[config.mk]
export PLATFORM = sky130hd
export DESIGN_NAME = acq_sequencer
export DESIGN_NICKNAME = d
export VERILOG_FILES = /design/src/rtl/acq_sequencer.sv
export SDC_FILE = /design/constraint.sdc
export NUM_CORES = 1
export LEC_CHECK = 0
export ABC_AREA = 0
export ABC_CLOCK_PERIOD_IN_PS = 4300
export BUFFER_PORTS_ARGS = -buffer_cell sky130_fd_sc_hd__buf_2
export CORE_AREA = 2 2 44 46
export DETAILED_ROUTE_END_ITERATION = 7
export DIE_AREA = 0 0 46 48
export GPL_TIMING_DRIVEN = 0
export PLACE_DENSITY = 0.69
export SYNTH_ARGS = -nofsm -noshare
export SYNTH_HDL_FRONTEND = slang
export SYNTH_SLANG_ARGS = --single-unit
[constraint.sdc]
create_clock -name clk -period 4.3 [get_ports clk]
set_input_delay 0.86 -clock clk [delete_from_list [all_inputs] [get_ports clk]]
set_output_delay 0.86 -clock clk [all_outputs]
set_load 0.005 [all_outputs]
[src/rtl/acq_sequencer.sv]
module acq_sequencer #(
  parameter int FLUSH_CYCLES = 4,
  parameter bit BEAM_GATE    = 1'b1
) (
  input  logic clk,
  input  logic rst_n,
  input  logic mode_ilc,
  input  logic cmd_start_loop,
  input  logic cmd_start_once,
  input  logic cmd_stop,
  input  logic cmd_pause,
  input  logic cmd_resume,
  input  logic cmd_reset,
  input  logic trig_async,
  input  logic beam_async,
  input  logic mem_full,
  input  logic readout_done,
  output logic acq_en,
  output logic readout_req,
  output logic flush,
  output logic busy
);
  localparam int CW = $clog2(FLUSH_CYCLES + 1);
  localparam logic [CW-1:0] FLUSH_LAST = CW'(FLUSH_CYCLES - 1);

  typedef enum logic [2:0] {S_IDLE, S_ARM, S_ACQ, S_READ, S_FLUSH} seq_t;

  seq_t st, st_n;
  logic [CW-1:0] fcnt;
  logic loop_q, ilc_q, paused_q;
  logic trig_s1, trig_s2, trig_d, beam_s1, beam_s2;
  logic trig_evt, beam_ok, start_ok;

  initial if (FLUSH_CYCLES < 1) $error("FLUSH_CYCLES must be at least 1");

  always_ff @(posedge clk) begin
    if (!rst_n) begin
      {trig_s1, trig_s2, trig_d, beam_s1, beam_s2} <= '0;
    end else begin
      trig_s1 <= trig_async;
      trig_s2 <= trig_s1;
      trig_d  <= trig_s2;
      beam_s1 <= beam_async;
      beam_s2 <= beam_s1;
    end
  end

  assign trig_evt = trig_s2 & ~trig_d;
  assign beam_ok  = !BEAM_GATE || beam_s2;
  assign start_ok = (st == S_IDLE) && !paused_q && !cmd_stop && !cmd_reset &&
                    (cmd_start_loop || cmd_start_once);

  always_comb begin
    st_n = st;
    unique case (st)
      S_IDLE:  if (cmd_start_loop || cmd_start_once) st_n = S_ARM;
      S_ARM:   if (beam_ok) st_n = S_ACQ;
      S_ACQ:   if (mem_full || (!ilc_q && trig_evt)) st_n = S_READ;
      S_READ:  if (readout_done) st_n = ilc_q ? (loop_q ? S_ARM : S_IDLE) : S_FLUSH;
      S_FLUSH: if (fcnt == FLUSH_LAST) st_n = loop_q ? S_ARM : S_IDLE;
      default: st_n = S_IDLE;
    endcase
    if (paused_q) st_n = st;
    if (cmd_stop || cmd_reset) st_n = S_IDLE;
  end

  always_ff @(posedge clk) begin
    if (!rst_n) begin
      st       <= S_IDLE;
      fcnt     <= '0;
      loop_q   <= 1'b0;
      ilc_q    <= 1'b0;
      paused_q <= 1'b0;
    end else begin
      st <= st_n;
      if (st != S_FLUSH)  fcnt <= '0;
      else if (!paused_q) fcnt <= fcnt + 1'b1;
      if (cmd_reset || cmd_stop) loop_q <= 1'b0;
      else if (start_ok)         loop_q <= cmd_start_loop;
      if (start_ok) ilc_q <= mode_ilc;
      if (cmd_reset || cmd_resume)  paused_q <= 1'b0;
      else if (cmd_pause && mode_ilc) paused_q <= 1'b1;
    end
  end

  assign acq_en      = (st == S_ACQ);
  assign readout_req = (st == S_READ);
  assign flush       = (st == S_FLUSH);
  assign busy        = (st != S_IDLE);


  stage_excl_chk: assert property (@(posedge clk) disable iff (!rst_n)
    $onehot0({acq_en, readout_req, flush}));

  busy_cover_chk: assert property (@(posedge clk) disable iff (!rst_n)
    (acq_en || readout_req || flush) |-> busy);

  stop_idle_chk: assert property (@(posedge clk) disable iff (!rst_n)
    cmd_stop |=> !busy);

  reset_idle_chk: assert property (@(posedge clk) disable iff (!rst_n)
    cmd_reset |=> !busy);

  pause_hold_chk: assert property (@(posedge clk) disable iff (!rst_n)
    (paused_q && !cmd_stop && !cmd_reset) |=> (st == $past(st)));

  read_entry_chk: assert property (@(posedge clk) disable iff (!rst_n)
    $rose(readout_req) |-> $past(acq_en));

  flush_entry_chk: assert property (@(posedge clk) disable iff (!rst_n)
    $rose(flush) |-> ($past(readout_req) && !ilc_q));
endmodule

## Yosys cells after proc, flatten, opt, wreduce, memory -nomap -nowiden

Cells that the tools add are included.

- Add/sub/neg operators: 1
- Reduce and logical (&&, ||, !) cells: 20
- Muxes and demuxes: 8
- Bitwise gates (word level): 4
- Eq/ne operators: 11

Operators by type and width:

| cell | count |
|---|---|
| 3-bit 2-to-1 mux | 6 |
| 3-bit case mux with 5 select lines | 1 |
| 3-bit by 2-bit == test with 1-bit output (second input constant) | 3 |
| 1-bit logical AND | 6 |
| 2-bit by 1-bit != test with 1-bit output (second input constant) | 3 |
| 6-bit AND reduction | 1 |
| 2-bit OR reduction | 3 |
| 1-bit zero test | 4 |
| 1-bit logical OR | 4 |
| 2-bit != test (second input constant) | 2 |
| 3-bit by 1-bit adder with 3-bit output (second input constant) | 1 |
| 3-bit by 1-bit == test with 1-bit output (second input constant) | 1 |
| 3-bit == test (second input constant) | 1 |
| 3-bit zero test | 1 |
| 3-bit != test (second input constant) | 1 |
| 1-bit NOT | 3 |
| 3-bit nonzero test | 1 |
| 1-bit AND | 1 |
| 1-bit 2-to-1 mux | 1 |

- Word-level logic and storage cells: 54
- Flip-flop bits (word level): 14
- Input bits: 13

## Depth between registers and ports, before layout

Gate-level depths: netlist of the first run.

- Depth after elaboration: 6
- Mapped depth: 6

## Worst setup path before layout of the first run

No wires, ideal clock.

- Path type: in2reg
- From: in cmd_stop
- To: reg ilc_q
- Stages on the path: 4
- Arrival: 1.717 ns
- Setup slack: 2.467 ns
- Required time: 4.184 ns
- Buffers on the path: 0
- Path through: or3_1 > or3_4 > mux2i_1 > nor2b_1

- Longest elaborated chain between the ends: 4

RTL lines:

| element | RTL line | RTL |
|---|---|---|
| start: declaration | 10 | `input logic cmd_stop,` |
| 1-bit zero test | 50 | `assign start_ok = (st == S_IDLE) && !paused_q && !cmd_stop && !cmd_reset &&` |
| 1-bit logical AND (3 in a row) | 50 |  |
| end signal: assignment | 80 | `if (start_ok) ilc_q <= mode_ilc;` |
| end: declaration | 30 | `logic loop_q, ilc_q, paused_q;` |

No other way between the ends.
A chain may end at the register's enable or synchronous reset.

## Worst setup path after layout of the first run

- From: reg st[1]
- To: out acq_en

- Longest elaborated chain between the ends: 1

RTL lines:

| element | RTL line | RTL |
|---|---|---|
| start: declaration | 28 | `seq_t st, st_n;` |
| start signal: assignment | 75 | `st <= st_n;` |
| 3-bit by 2-bit == test with 1-bit output | 86 | `assign acq_en = (st == S_ACQ);` |
| end: declaration | 18 | `output logic acq_en,` |

No other way between the ends.

==> results of run 1 <==
## critical path, delay by kind of cell (launching register included)
kind                   cells  cell delay, ps
and+or+nand+nor            1             490
DFF                        1             470
buffers and inverters      2             160
## Yosys cell counts
cell | count | area [um^2]
o31ai_2 | 1 | 12.5
o211ai_1 | 1 | 7.51
nand2b_1 | 2 | 12.5
or3_1 | 1 | 6.26
o21ai_0 | 1 | 5.00
nor2b_1 | 2 | 12.5
nor4b_1 | 1 | 8.76
nor3b_1 | 3 | 22.5
a221o_1 | 1 | 10.0
and3b_4 | 1 | 12.5
or3_2 | 1 | 7.51
mux2i_1 | 4 | 40.0
o22ai_1 | 1 | 6.26
and2_1 | 5 | 31.3
nand2_1 | 4 | 15.0
and4b_2 | 1 | 11.3
o31ai_1 | 1 | 7.51
ha_1 | 2 | 25.0
a211o_1 | 1 | 8.76
dfxtp_1 | 14 | 280
nand4_1 | 1 | 6.26
a21oi_1 | 3 | 15.0
or3b_2 | 1 | 8.76
buf_4 | 1 | 7.51
or3_4 | 1 | 11.3
inv_1 | 4 | 15.0
buf_2 | 1 | 5.00
nor3_1 | 1 | 5.00
nor2_1 | 8 | 30.0
xor2_1 | 1 | 8.76
## cells by family after synthesis
family                     after synthesis  synth area share (%)
buffers and inverters                    6                  4.20
adders and majority gates                2                  3.82
xor gates and xnor gates                 1                  1.34
AOI/OAI and AO/OA                       10                  11.1
and+or+nand+nor                         33                  30.7
DFF                                     14                  42.7
muxes                                    4                  6.11
## flip-flops by register name, indices dropped and copies added, names as in the netlist
signal    count
beam_ok       1
beam_s1       1
fcnt          3
ilc_q         1
loop_q        1
paused_q      1
st            3
trig_d        1
trig_s1       1
trig_s2       1
## how the worst max path moves through the flow
stage	cells after the start	slack, ps	end	start
3_3_place_gp	4	2230	st[1]	rst_n
6_report	3	2050	acq_en	st[1]
4_1_cts	4	2030	acq_en	st[0]
5_1_grt	3	1970	acq_en	st[1]
3_5_place_dp	4	2240	st[1]	rst_n
2_1_floorplan	4	2470	ilc_q	cmd_stop
## area by class of cell
| class | count | area share [%] |
|---|---|---|
| flip-flops and latches | 14 | 35.3 |
| repair buffers | 16 | 10.1 |
| clock buffers | 4 | 4.57 |
| multi-input cells | 50 | 43.8 |
| plain buffers | 2 | 1.58 |
| well taps | 17 | 2.68 |
| inverters | 4 | 1.89 |
## through the flow
| step | hold WS (ps) | power [mW] | area [um^2] |
|---|---|---|---|
| 6_report | 429 | 0.249 | 793 |
| 3_3_place_gp | 414 | 0.157 | 757 |
| 2_1_floorplan | 412 | 0.148 | 656 |
| 3_5_place_dp | 420 | 0.157 | 757 |
| 4_1_cts | 436 | 0.253 | 793 |
| 5_1_grt | 453 | 0.261 | 793 |
## routing by layer
metal	up-vias	routed length, um	track usage (%)
met4	0	0	3.43
met2	25	531	18.1
met5	-	0	0
li1	283	-	-
met3	0	113	7.17
met1	235	559	16.0
## power by group through the flow
stage	sequential, mW	combinational [mW]	clock [mW]
global placement	0.137	0.0203	0
floorplan	0.137	0.0117	0
finish	0.134	0.0205	0.0945
global route	0.134	0.0228	0.104
CTS	0.134	0.0206	0.0990
detailed placement	0.137	0.0206	0
## cells in the final DEF (no fill, tap or decap), types with 2 or more instances in the layout
master	count
nand2b_1	2
inv_1	4
nor3b_1	3
nor2b_1	2
nand2_1	4
buf_2	17
and2_1	5
mux2i_1	4
nor2_1	8
clkbuf_4	3
a21oi_1	3
ha_1	2
dfxtp_1	14
==> impl_metrics.env, run 1 <==
export IMPL_outcome="completed"
export IMPL_dieArea_um2=2210
export IMPL_ir_worst_vdd_uv=207
export IMPL_ys_types=30
export IMPL_grt_pass1_wl_um=1880
export IMPL_hold_viol=0
export IMPL_pwr_share_comb_pct=8.2
export IMPL_finalSetupViolCount=0
export IMPL_finalSetupTns_ps=0
export IMPL_maxSlewViolCount=0
export IMPL_drive_above_1_share_pct=31.1
export IMPL_leakagePower_nw=0.369
export IMPL_drtIter0Drc=10
export IMPL_pwr_share_seq_pct=53.8
export IMPL_grt_pass1_vias=431
export IMPL_fmax_ghz=0.444
export IMPL_drc_errors=0
export IMPL_maxSlewHeadroom_pct=49.8
export IMPL_regArea_um2=280
export IMPL_hold_path_depth=1
export IMPL_ctsHoldBuffers=0
export IMPL_grt_antenna_before_repair=0
export IMPL_drt_wl_total_um=1200
export IMPL_coreArea_um2=1690
export IMPL_io_pin_count=17
export IMPL_seq_area_frac_synth_pct=42.7
export IMPL_fillers=174
export IMPL_avgSynthCellArea_um2=9.37
export IMPL_ys_seq_elements=14
export IMPL_drv_cap=0
export IMPL_endpoint_kind="output port"
export IMPL_vias=543
export IMPL_powerDensity_nw_per_um2=314
export IMPL_cp_data_required_time_ps=3440
export IMPL_grt_start_max_net_pins=11
export IMPL_dp_hpwl_um=896
export IMPL_crit_path_max_incr_delay_ps=490
export IMPL_fp_dieH_um=48
export IMPL_crit_path_cell_trace="or3b_2, inv_1, buf_2"
export IMPL_clock_sinks=14
export IMPL_die_w_um=46
export IMPL_timing_rr_start="st[2]"
export IMPL_criticalPathCategory="reg -> out"
export IMPL_fp_row_count=15
export IMPL_gp_congestion=0.837
export IMPL_r2r_cells=4
export IMPL_layout_cells_non_filler=107
export IMPL_timing_final_crit_share_pct=52.4
export IMPL_synthCells=70
export IMPL_vias_per_cell=5.07
export IMPL_fin_worst_skew_ps=6.59
export IMPL_postSynthNetCount=85
export IMPL_root_buffer="clkbuf_4"
export IMPL_first_pass_iters=6
export IMPL_ctsResizeCount=0
export IMPL_postLayoutCoreUtil_pct=47.0
export IMPL_cts_buffers=3
export IMPL_min_period_ps=2250
export IMPL_multi_input_area_um2=348
export IMPL_p_sw_mw=0.0534
export IMPL_place_ws_ps=2240
export IMPL_place_inst=103
export IMPL_swShare_pct=21.5
export IMPL_grt_overflow_total=0
export IMPL_cp_max_fo=8
export IMPL_start_util_pct=38.8
export IMPL_grt_usage_pct=12.5
export IMPL_r2r_end="st[2]"
export IMPL_rsz0062_at_grt="no"
export IMPL_yosysWarnings=0
export IMPL_routedWlPerCell_um=11.2
export IMPL_tritoncts="yes"
export IMPL_start_kind="flip-flop"
export IMPL_cp_slowest_cell="or3b_2"
export IMPL_syn_area_um2=656
export IMPL_ant_nets=0
export IMPL_finalWorstSetupSlack_ps=2050
export IMPL_hold_end="beam_ok"
export IMPL_clk_latency_ps=280
export IMPL_port_buffers=16
export IMPL_p_int_mw=0.195
export IMPL_pwr_share_clk_pct=38.0
export IMPL_r2r_setup_slack_ps=2570
export IMPL_diodes=0
export IMPL_area_growth_syn_to_layout_pct=21.0
export IMPL_clk_pin_slew_worst_paths_ps=90
export IMPL_post_cts_setup_buffer_count=0
export IMPL_worstHoldStart="beam_s1"
export IMPL_crit_arrival_ps=1390
export IMPL_htreeDepth=1
export IMPL_hold_class="reg -> reg"
export IMPL_finalNetCount=106
export IMPL_clockBufferDepth=2
export IMPL_tightest_slew_ps=752
No activity file was read; power rests on OpenSTA's default activity.
==> inputs of run 2 (changes only) <==
- ABC_AREA: 0 -> 1
- ABC_CLOCK_PERIOD_IN_PS: 4300 -> 2200
- CORE_AREA: 2 2 44 46 -> 2 2 46 48
- DIE_AREA: 0 0 46 48 -> 0 0 48 50
- PLACE_DENSITY: 0.69 -> 0.67
- clock period: 4.3 -> 2.2 ns (I/O delays scaled with it)
==> run 2 against run 1 <==
Synthesized area grew 7.8%. Sequential share of layout area decreased by 2.4 points. Routed wire length grew 2.9%. Combinational power rose to 2.8 times the previous value. Clock-buffer cell count did not move. Critical path type unchanged. Largest power group unchanged. Highest routed layer is now met4.
==> impl_metrics.env, run 2 <==
export IMPL_syn_area_um2=707
export IMPL_grt_pass1_wl_um=2170
export IMPL_synth_xor_area_share_pct=1.24
export IMPL_p_sw_mw=0.123
export IMPL_highest_signal_layer="met4"
export IMPL_yosysMostFrequentCell="nand2_1"
export IMPL_drt_met1_wl_um=599
export IMPL_htreeDepth=1
export IMPL_mostFrequentLayoutCells="nand2_1, inv_1, nor2_1, buf_2, dfxtp_1"
export IMPL_cp_data_required_time_ps=1760
export IMPL_dieArea_um2=2400
export IMPL_finalSetupViolCount=0
export IMPL_maxSlewViolCount=0
export IMPL_pwr_share_seq_pct=52.2
export IMPL_async_flop_share_pct=0
export IMPL_leakagePower_nw=0.458
export IMPL_synth_top_family_by_area="simple AND/OR/NAND/NOR gates"
export IMPL_met2RoutedLength_um=567
export IMPL_endpoint_kind="output port"
export IMPL_criticalPathCategory="reg -> out"
export IMPL_clk_latency_ps=280
export IMPL_min_period_ps=1650
export IMPL_swShare_pct=24.1
export IMPL_synth_common_cells="nand2_1, inv_1, nor2_1, dfxtp_1, nand3_1"
export IMPL_synth_top_area_cell="dfxtp_1"
export IMPL_first_pass_iters=4
export IMPL_synth_simple_gate_area_share_pct=38.9
export IMPL_grt_start_max_net_pins=9
export IMPL_cts_buffers=3
export IMPL_synth_flop_cell="dfxtp_1"
export IMPL_worstHoldStart="cmd_resume"
export IMPL_ant_nets=0
export IMPL_diodes=0
export IMPL_grt_antenna_before_repair=0
export IMPL_ys_top_cells_by_area="dfxtp_1, nand2_1, inv_1, nor2_1, nand3_1"
export IMPL_rsz0062_at_grt="no"
export IMPL_yosysTopAreaCellShare_pct=39.6
export IMPL_synthCells=105
export IMPL_crit_path_max_incr_delay_ps=480
export IMPL_routedWlPerCell_um=8.20
export IMPL_drv_cap=0
export IMPL_drt_wl_total_um=1240
export IMPL_timing_final_crit_share_pct=75.1
export IMPL_postLayoutCellArea_um2=852
export IMPL_crit_path_cell_trace="inv_2, nor3_1, buf_2"
export IMPL_port_buffers=15
export IMPL_finalNetCount=140
export IMPL_cp_max_fo=7
export IMPL_placed_area_um2=816
export IMPL_fillers=211
export IMPL_finalSetupTns_ps=0
export IMPL_powerDensity_nw_per_um2=597
export IMPL_pwr_share_comb_pct=11.3
export IMPL_gp_congestion=0.872
export IMPL_ys_seq_elements=14
export IMPL_drive_above_1_share_pct=21.8
export IMPL_grt_usage_pct=12.6
export IMPL_ir_worst_vdd_uv=278
export IMPL_synth_edf_count=0
export IMPL_grt_overflow_total=0
export IMPL_ys_types=19
export IMPL_fmax_ghz=0.605
export IMPL_fin_worst_skew_ps=6.44
export IMPL_vias_per_cell=4.25
export IMPL_dp_hpwl_um=1010
export IMPL_r2r_setup_slack_ps=860
export IMPL_vias=641
export IMPL_hold_viol=0
export IMPL_r2r_end="st[0]"
export IMPL_maxSlewHeadroom_pct=78.4
export IMPL_coreArea_um2=1900
export IMPL_grt_pass1_vias=532
export IMPL_ctsHoldBuffers=0
export IMPL_hold_end="paused_q"
export IMPL_root_buffer="clkbuf_4"
export IMPL_postSynthNetCount=120
export IMPL_cp_slowest_cell="dfxtp_1"
export IMPL_fp_row_count=16
export IMPL_synth_compound_area_share_pct=4.25
export IMPL_fp_dieH_um=50
export IMPL_io_pin_count=17
export IMPL_synthAdderAreaFrac_pct=3.54
export IMPL_drtIter0Drc=9
export IMPL_avgSynthCellArea_um2=6.73
export IMPL_seq_area_frac_synth_pct=39.6
export IMPL_start_util_pct=37.2
export IMPL_synthMuxAreaShare_pct=0
export IMPL_clk_pin_slew_worst_paths_ps=90
export IMPL_start_kind="flip-flop"
export IMPL_timing_rr_start="fcnt[0]"
export IMPL_clock_sinks=14
export IMPL_outcome="completed"
export IMPL_final_common_cell="nand2_1"
export IMPL_tightest_slew_ps=324
export IMPL_tritoncts="yes"
export IMPL_p_int_mw=0.386
export IMPL_ctsResizeCount=0
export IMPL_die_w_um=48
export IMPL_crit_arrival_ps=1210
export IMPL_post_cts_setup_buffer_count=0
export IMPL_yosysWarnings=0
export IMPL_pwr_share_clk_pct=36.5
export IMPL_hold_class="in -> reg"
export IMPL_top_regs="fcnt (3), st (3)"
export IMPL_drc_errors=0
export IMPL_r2r_cells=8
export IMPL_area_growth_syn_to_layout_pct=20.5
export IMPL_hold_path_depth=2
export IMPL_clockBufferDepth=2
export IMPL_wl_met3_um=52
export IMPL_whs_ps=307
[run 2: stage by stage]
stage | std cells | setup WS [ps] | total power, mW | util (%)
finish | 151 | 547 | 0.509 | 44.8
global route | 151 | 441 | 0.535 | 44.8
CTS | 151 | 511 | 0.513 | 44.8
detailed placement | 147 | 819 | 0.330 | 42.9
global placement | 147 | 822 | 0.329 | 42.9
floorplan | 105 | 970 | 0.311 | -
[run 2: power groups by stage]
stage | clock, mW | sequential (mW) | combinational [mW]
CTS | 0.189 | 0.266 | 0.0586
floorplan | 0 | 0.271 | 0.0405
detailed placement | 0 | 0.272 | 0.0583
global placement | 0 | 0.272 | 0.0576
global route | 0.201 | 0.267 | 0.0668
finish | 0.186 | 0.266 | 0.0576
[run 2: how the worst max path moves through the flow]
stage,start,endpoint,slack (ps),depth (start not counted)
floorplan,fcnt[0],st[2],970,9
global placement,cmd_start_loop,st[2],820,9
detailed placement,cmd_start_loop,st[0],820,8
CTS,st[2],flush,510,3
global route,st[2],flush,440,3
finish,st[2],flush,550,3
[run 2: layer usage]
metal	up-vias	global-route usage (%)
met5	-	0
met4	0	5.41
met3	2	3.30
met2	13	18.4
met1	266	17.0
li1	360	-
[run 2: cell families after synthesis]
kind of cell / after synthesis
AOI/OAI and AO/OA: 6
adders and majority gates: 2
and+or+nand+nor: 59
DFF: 14
buffers and inverters: 23
xor gates and xnor gates: 1
[run 2: critical path, delay by kind of cell, from the launching register on]
kind | cells | cell delay, ps
buf+inv | 2 | 250
flops | 1 | 480
simple gates | 1 | 210
[run 2: area by class of cell]
type	instances	area, um^2	area share (%)
multi-input combinational	68	339	39.8
buffer	2	8.76	1.03
sequential	14	280	32.9
timing repair buffer	15	75.1	8.81
tap	27	33.8	3.96
inverter	21	78.8	9.25
clock buffer	4	36.3	4.26
